**src/rtl/cal_pkg.sv**
```systemverilog
package cal_pkg;

    localparam int unsigned WORD_W     = 32;
    localparam int unsigned SEC_LAST   = 59;
    localparam int unsigned MIN_LAST   = 59;
    localparam int unsigned HOUR_LAST  = 23;
    localparam int unsigned MONTH_LAST = 12;

    localparam int unsigned SEL_CTRL = 0;
    localparam int unsigned SEL_TIME = 1;
    localparam int unsigned SEL_DATE = 2;

    localparam int unsigned BIT_DATE_BUSY = 7;
    localparam int unsigned BIT_TIME_BUSY = 8;

    typedef struct packed {
        logic [4:0] hour;
        logic [5:0] min;
        logic [5:0] sec;
    } clock_t;

    typedef struct packed {
        logic       leap;
        logic [5:0] year;
        logic [3:0] month;
        logic [4:0] day;
    } cal_t;

    function automatic logic [WORD_W-1:0] pack_clock(input clock_t c);
        logic [WORD_W-1:0] w;
        w        = '0;
        w[5:0]   = c.sec;
        w[13:8]  = c.min;
        w[20:16] = c.hour;
        return w;
    endfunction

    function automatic clock_t unpack_clock(input logic [WORD_W-1:0] w);
        clock_t c;
        c.sec  = w[5:0];
        c.min  = w[13:8];
        c.hour = w[20:16];
        return c;
    endfunction

    function automatic logic [WORD_W-1:0] pack_cal(input cal_t d);
        logic [WORD_W-1:0] w;
        w        = '0;
        w[4:0]   = d.day;
        w[11:8]  = d.month;
        w[21:16] = d.year;
        w[22]    = d.leap;
        return w;
    endfunction

    function automatic cal_t unpack_cal(input logic [WORD_W-1:0] w);
        cal_t d;
        d.day   = w[4:0];
        d.month = w[11:8];
        d.year  = w[21:16];
        d.leap  = w[22];
        return d;
    endfunction

    function automatic logic [4:0] month_len(input logic [3:0] m, input logic leap);
        logic [4:0] n;
        case (m)
            4'd2:                    n = leap ? 5'd29 : 5'd28;
            4'd4, 4'd6, 4'd9, 4'd11: n = 5'd30;
            default:                 n = 5'd31;
        endcase
        return n;
    endfunction

endpackage

```
**src/rtl/cal_clock_unit.sv**
```systemverilog
module cal_clock_unit
    import cal_pkg::*;
(
    input  logic   clk,
    input  logic   rst,
    input  logic   tick,
    input  logic   wr,
    input  clock_t wval,
    output clock_t cur,
    output logic   busy,
    output logic   day_carry
);
    clock_t shadow;
    clock_t nxt;
    logic   wrap;

    always_comb begin
        nxt  = cur;
        wrap = 1'b0;
        if (cur.sec >= 6'(SEC_LAST)) begin
            nxt.sec = '0;
            if (cur.min >= 6'(MIN_LAST)) begin
                nxt.min = '0;
                if (cur.hour >= 5'(HOUR_LAST)) begin
                    nxt.hour = '0;
                    wrap     = 1'b1;
                end else begin
                    nxt.hour = cur.hour + 5'd1;
                end
            end else begin
                nxt.min = cur.min + 6'd1;
            end
        end else begin
            nxt.sec = cur.sec + 6'd1;
        end
    end

    assign day_carry = tick && !busy && wrap;

    always_ff @(posedge clk) begin
        if (rst) begin
            cur    <= '0;
            shadow <= '0;
            busy   <= 1'b0;
        end else begin
            if (tick) begin
                if (busy) begin
                    cur  <= shadow;
                    busy <= 1'b0;
                end else begin
                    cur <= nxt;
                end
            end
            if (wr && !busy) begin
                shadow <= wval;
                busy   <= 1'b1;
            end
        end
    end
endmodule

```
**src/rtl/cal_date_unit.sv**
```systemverilog
module cal_date_unit
    import cal_pkg::*;
(
    input  logic clk,
    input  logic rst,
    input  logic tick,
    input  logic carry,
    input  logic wr,
    input  cal_t wval,
    output cal_t cur,
    output logic busy
);
    cal_t       shadow;
    cal_t       nxt;
    logic [4:0] last_day;

    always_comb begin
        last_day = month_len(cur.month, cur.leap);
        nxt      = cur;
        if (cur.day >= last_day) begin
            nxt.day = 5'd1;
            if (cur.month >= 4'(MONTH_LAST)) begin
                nxt.month = 4'd1;
                nxt.year  = cur.year + 6'd1;
            end else begin
                nxt.month = cur.month + 4'd1;
            end
        end else begin
            nxt.day = cur.day + 5'd1;
        end
    end

    always_ff @(posedge clk) begin
        if (rst) begin
            cur    <= '{leap: 1'b0, year: 6'd0, month: 4'd1, day: 5'd1};
            shadow <= '0;
            busy   <= 1'b0;
        end else begin
            if (tick) begin
                if (busy) begin
                    cur  <= shadow;
                    busy <= 1'b0;
                end else if (carry) begin
                    cur <= nxt;
                end
            end
            if (wr && !busy) begin
                shadow <= wval;
                busy   <= 1'b1;
            end
        end
    end
endmodule

```
**src/rtl/cal_port.sv**
```systemverilog
module cal_port
    import cal_pkg::*;
#(
    parameter int unsigned ADDR_W = 2
) (
    input  logic              reg_wr,
    input  logic [ADDR_W-1:0] reg_addr,
    input  logic [WORD_W-1:0] reg_wdata,
    input  clock_t            clk_cur,
    input  cal_t              cal_cur,
    input  logic              clk_busy,
    input  logic              cal_busy,
    output logic              wr_clock,
    output logic              wr_cal,
    output clock_t            clk_wval,
    output cal_t              cal_wval,
    output logic [WORD_W-1:0] reg_rdata
);
    localparam logic [ADDR_W-1:0] A_CTRL = ADDR_W'(SEL_CTRL);
    localparam logic [ADDR_W-1:0] A_TIME = ADDR_W'(SEL_TIME);
    localparam logic [ADDR_W-1:0] A_DATE = ADDR_W'(SEL_DATE);

    assign wr_clock = reg_wr && (reg_addr == A_TIME);
    assign wr_cal   = reg_wr && (reg_addr == A_DATE);
    assign clk_wval = unpack_clock(reg_wdata);
    assign cal_wval = unpack_cal(reg_wdata);

    always_comb begin
        reg_rdata = '0;
        if (reg_addr == A_CTRL) begin
            reg_rdata[BIT_TIME_BUSY] = clk_busy;
            reg_rdata[BIT_DATE_BUSY] = cal_busy;
        end else if (reg_addr == A_TIME) begin
            reg_rdata = pack_clock(clk_cur);
        end else if (reg_addr == A_DATE) begin
            reg_rdata = pack_cal(cal_cur);
        end
    end
endmodule

```
**src/rtl/cal_regs.sv**
```systemverilog
module cal_regs
    import cal_pkg::*;
#(
    parameter int unsigned ADDR_W = 2
) (
    input  logic              clk,
    input  logic              rst,
    input  logic              tick,
    input  logic              reg_wr,
    input  logic [ADDR_W-1:0] reg_addr,
    input  logic [31:0]       reg_wdata,
    output logic [31:0]       reg_rdata
);
    clock_t time_q;
    cal_t   date_q;
    clock_t time_wv;
    cal_t   date_wv;
    logic   time_busy;
    logic   date_busy;
    logic   wr_time;
    logic   wr_date;
    logic   carry;

    cal_port #(.ADDR_W(ADDR_W)) u_port (
        .reg_wr    (reg_wr),
        .reg_addr  (reg_addr),
        .reg_wdata (reg_wdata),
        .clk_cur   (time_q),
        .cal_cur   (date_q),
        .clk_busy  (time_busy),
        .cal_busy  (date_busy),
        .wr_clock  (wr_time),
        .wr_cal    (wr_date),
        .clk_wval  (time_wv),
        .cal_wval  (date_wv),
        .reg_rdata (reg_rdata)
    );

    cal_clock_unit u_clock (
        .clk       (clk),
        .rst       (rst),
        .tick      (tick),
        .wr        (wr_time),
        .wval      (time_wv),
        .cur       (time_q),
        .busy      (time_busy),
        .day_carry (carry)
    );

    cal_date_unit u_date (
        .clk   (clk),
        .rst   (rst),
        .tick  (tick),
        .carry (carry),
        .wr    (wr_date),
        .wval  (date_wv),
        .cur   (date_q),
        .busy  (date_busy)
    );
endmodule

```
**config.mk**
```make
export PLATFORM = sky130hd
export DESIGN_NAME = cal_regs
export DESIGN_NICKNAME = d
export VERILOG_FILES = /design/src/rtl/cal_pkg.sv /design/src/rtl/cal_clock_unit.sv /design/src/rtl/cal_date_unit.sv /design/src/rtl/cal_port.sv /design/src/rtl/cal_regs.sv
export SDC_FILE = /design/constraint.sdc
export NUM_CORES = 1
export LEC_CHECK = 0
export BUFFER_PORTS_ARGS = -buffer_cell sky130_fd_sc_hd__buf_2
export CORE_ASPECT_RATIO = 0.6
export CORE_UTILIZATION = 50
export CTS_CLUSTER_DIAMETER = 80
export CTS_CLUSTER_SIZE = 10
export DETAILED_ROUTE_END_ITERATION = 8
export GPL_TIMING_DRIVEN = 0
export PLACE_DENSITY = 0.72
export SETUP_SLACK_MARGIN = 0.15
export SLEW_MARGIN = 5
export SYNTH_ARGS = -nofsm -noshare
export SYNTH_HDL_FRONTEND = slang
export SYNTH_SLANG_ARGS = --single-unit
```
**constraint.sdc**
```tcl
create_clock -name clk -period 2.9 [get_ports clk]
set_clock_uncertainty 0.1 [all_clocks]
set_input_delay 0.29 -clock clk [delete_from_list [all_inputs] [get_ports clk]]
set_output_delay 0.29 -clock clk [all_outputs]
set_load 0.005 [all_outputs]
```
==> flow_metrics.tcl <==
set metrics [dict create \
    relSlewSlack_pct 51.22 \
    period_share_pct 90.03 \
    cp.arrival_ns 2.74 \
    ys_ff_latch 68 \
    worstSetupPathType "flop to flop" \
    required_ns 3.03 \
    rsz0062_at_grt "no" \
    path_depth 11 \
    cts_tree "built" \
    tightestPinTransition_ns 0.7318 \
    cts_inserted_buffers 9 \
    wl_mm 10.96 \
    drive_above_1_share_pct 17.81 \
    cts.path.max_buffers 2 \
    vdd_drop_max_uv 404.7 \
    overflow 0 \
    io_buffers 44 \
    ys.flop_type "dfxtp_1" \
    num_antenna_cells 0 \
    r2r_end "u_date.cur[0]$_SDFFE_PP1P_" \
    grtUsageTotal_pct 29.84 \
    num_vias 3723 \
    synth_area_mm2 0.003660 \
    area_delta_synth_final_pct 19.08 \
    hold_start "reg_wdata[5]" \
    dp_cells 607 \
    reg2reg_depth 11 \
    fp-row-count 23 \
    grt_max_degree 11 \
    route.met2.wl_mm 4.587 \
    antenna_found_initial 0 \
    outcome "finished, final reports clean" \
    setup_viol 0 \
    hpwlAfterDp_mm 8.098 \
    p_leak_nw 1.726 \
    top_layer_used "met4" \
    io_pins 70 \
    crit_family "compound AO/OA/AOI/OAI gates" \
    detail_route.wl_per_cell_um 17.51 \
    path_max_fanout 5 \
    reg2reg_from "u_date.cur[6]$_SDFFE_PP0P_" \
    endpoint_kind "flop" \
    hp-class "input port to flop" \
    grt_pass1_wl_mm 16.99 \
    dieArea_mm2 0.007677 \
    fin_crit_ns 2.611 \
    yosysWarnings 0 \
    synth_edf_count 0 \
    finalMaxSlewViolations 0 \
    fin_cells 626 \
    ys_types 55 \
    crit_chain "inv_1 > ha_1 > o21ai_1 > o21ai_0 > o21ai_1 > ha_1 > nand2b_1 > a21o_1 > a21o_1 > o221a_2 > a211o_1" \
    chipHeight_um 68.27 \
    power.density_mw_per_mm2 511.6 \
    cts_sinks 68 \
    worstSetupStartpointType "flop" \
    final_nets 584 \
    htree_levels 3 \
    cp_slowest_stage_delay_ns 0.39 \
    synth_cells 465 \
    fin_tns_setup_ns 0 \
    path_clk_slew_ns 0.05 \
    insertion_delay_ns 0.34 \
    grt_pass1_vias 3344 \
    min_to "u_clock.shadow[5]$_SDFFE_PP0P_" \
    first_pass_iters 6 \
    coreArea_mm2 0.006878 \
    reg2reg_slack_ns 0.29 \
    avgSynthCellArea_um2 7.870 \
    start_util_pct 53.21 \
    cp_slowest_cell "dfxtp_2" \
    final_core_util_pct 63.36 \
    place_congestion 0.9473 \
    synthArstFlopShare_pct 0 \
    drt_iter0_drc 275 \
    cts_root_buf "clkbuf_16" \
    critPathBufInv 1 \
    hold-path-cell-count 3 \
    dieWidth_um 112.5 \
    yosysSeqAreaShare_pct 37.20 \
    maxCapViolCount 0 \
    routed_via_density 5.947 \
    antenna_left 0 \
    route.detailed.drc 0 \
    hold_viol 0 \
    timing.fmax_mhz 383.0 \
    m1WireLength_mm 5.120 \
    wl_met3_mm 1.052 \
]
[registers in the layout (all words and copies together) (netlist names)]
name            cells
u_clock.busy        1
u_clock.cur        17
u_clock.shadow     17
u_date.busy         1
u_date.cur         16
u_date.shadow      16
[cells in the final DEF (no fill, tap or decap), types with 7 or more instances in the layout]
master,Yosys,routed
nand3_1,11,11
dfxtp_1,68,66
and2_1,8,8
clkbuf_1,26,27
a22oi_1,7,7
a211oi_1,8,8
buf_4,12,16
clkbuf_16,0,9
and3_1,9,9
conb_1,1,12
ha_1,11,11
o21ai_0,22,20
a21oi_1,53,52
nand2_1,92,92
buf_2,2,46
a22o_1,16,16
nor3_1,13,13
nor2_1,26,26
inv_1,13,13
[synthesized netlist by cell type, types with 5 or more instances]
master | instances | area (um^2)
nand2_1 | 92 | 345.3
ha_1 | 11 | 137.6
nor2_1 | 26 | 97.59
inv_1 | 13 | 48.80
a22o_1 | 16 | 140.1
a211oi_1 | 8 | 60.06
a22oi_1 | 7 | 52.55
and3_1 | 9 | 56.30
and2_1 | 8 | 50.05
nor3_1 | 13 | 65.06
a221oi_1 | 5 | 43.79
o21ai_0 | 22 | 110.1
buf_4 | 12 | 90.09
dfxtp_1 | 68 | 1361
clkbuf_1 | 26 | 97.59
o211ai_1 | 5 | 37.54
a21oi_1 | 53 | 265.3
nand3_1 | 11 | 55.05
[metrics by stage]
stage	power [mW]	cell area, um^2	hold slack (ns)	setup WS [ns]
after floorplan	1.115	3701	0.3260	0.3911
after global placement	1.182	4030	0.3432	0.0005154
after detailed placement	1.187	4030	0.3481	0.005180
after CTS	2.236	4328	0.08431	0.1854
after global routing	2.310	4358	0.09771	0.1698
final	2.229	4358	0.09384	0.2890
[cell families (layout without fill, tap and decap cells)]
logic type | count (synthesis) | count (layout) | synth area share, %
compound gates | 139 | 139 | 26.19
xor+xnor | 6 | 6 | 1.436
fa+ha+maj | 11 | 11 | 3.761
buf+inv | 56 | 119 | 7.248
flops | 68 | 68 | 37.20
mux | 3 | 3 | 0.8205
other cells | 1 | 12 | 0.1025
simple gates | 181 | 181 | 23.25
[worst max path at each step]
stage	start	end	slack, ns
after CTS	u_date.cur[5]$_SDFFE_PP1P_	u_date.cur[0]$_SDFFE_PP1P_	0.19
final	u_date.cur[6]$_SDFFE_PP0P_	u_date.cur[0]$_SDFFE_PP1P_	0.29
after global routing	u_date.cur[7]$_SDFFE_PP0P_	u_date.cur[11]$_SDFFE_PP0P_	0.17
after floorplan	u_date.cur[5]$_SDFFE_PP1P_	u_date.cur[0]$_SDFFE_PP1P_	0.39
after global placement	u_date.cur[5]$_SDFFE_PP1P_	u_date.cur[5]$_SDFFE_PP1P_	0.0005
after detailed placement	u_date.cur[5]$_SDFFE_PP1P_	u_date.cur[5]$_SDFFE_PP1P_	0.005
[tightest hold or removal path, delay by kind of cell]
kind / cells / cell delay, ns
AOI/OAI and AO/OA: 1 / 0.05
and+or+nand+nor: 1 / 0.05
buffers and inverters: 1 / 0.09
[repair_timing]
item	4_1_cts	5_1_grt
endpoints found under the setup margin	12	10
gates resized for setup	4	2
setup buffers	0	4
hold buffers	0	0
pin swaps	0	3
[per-layer routing]
metal  vias up  track usage, %
met4         0           11.00
met3        21           7.883
met2       179           46.12
li1       1767               -
met5         -               0
met1      1756           40.34
[power breakdown]
part | switching (mW) | internal (mW) | leakage, nW
combinational | 0.123 | 0.0705 | 1.03
sequential | 0.0223 | 0.959 | 0.552
clock | 0.388 | 0.666 | 0.145
total | 0.534 | 1.70 | 1.73
[layout make-up]
class	instances	area, um^2
Fill cell	633	2520
Multi-Input combinational cell	352	2078
Sequential cell	68	1366
Clock buffer	14	284.0
Timing Repair Buffer	48	250.2
Buffer	43	216.5
Tap cell	87	108.9
Inverter	13	48.80
Clock inverter	1	5.005
Note: power is estimated with default switching activity, not from simulation.
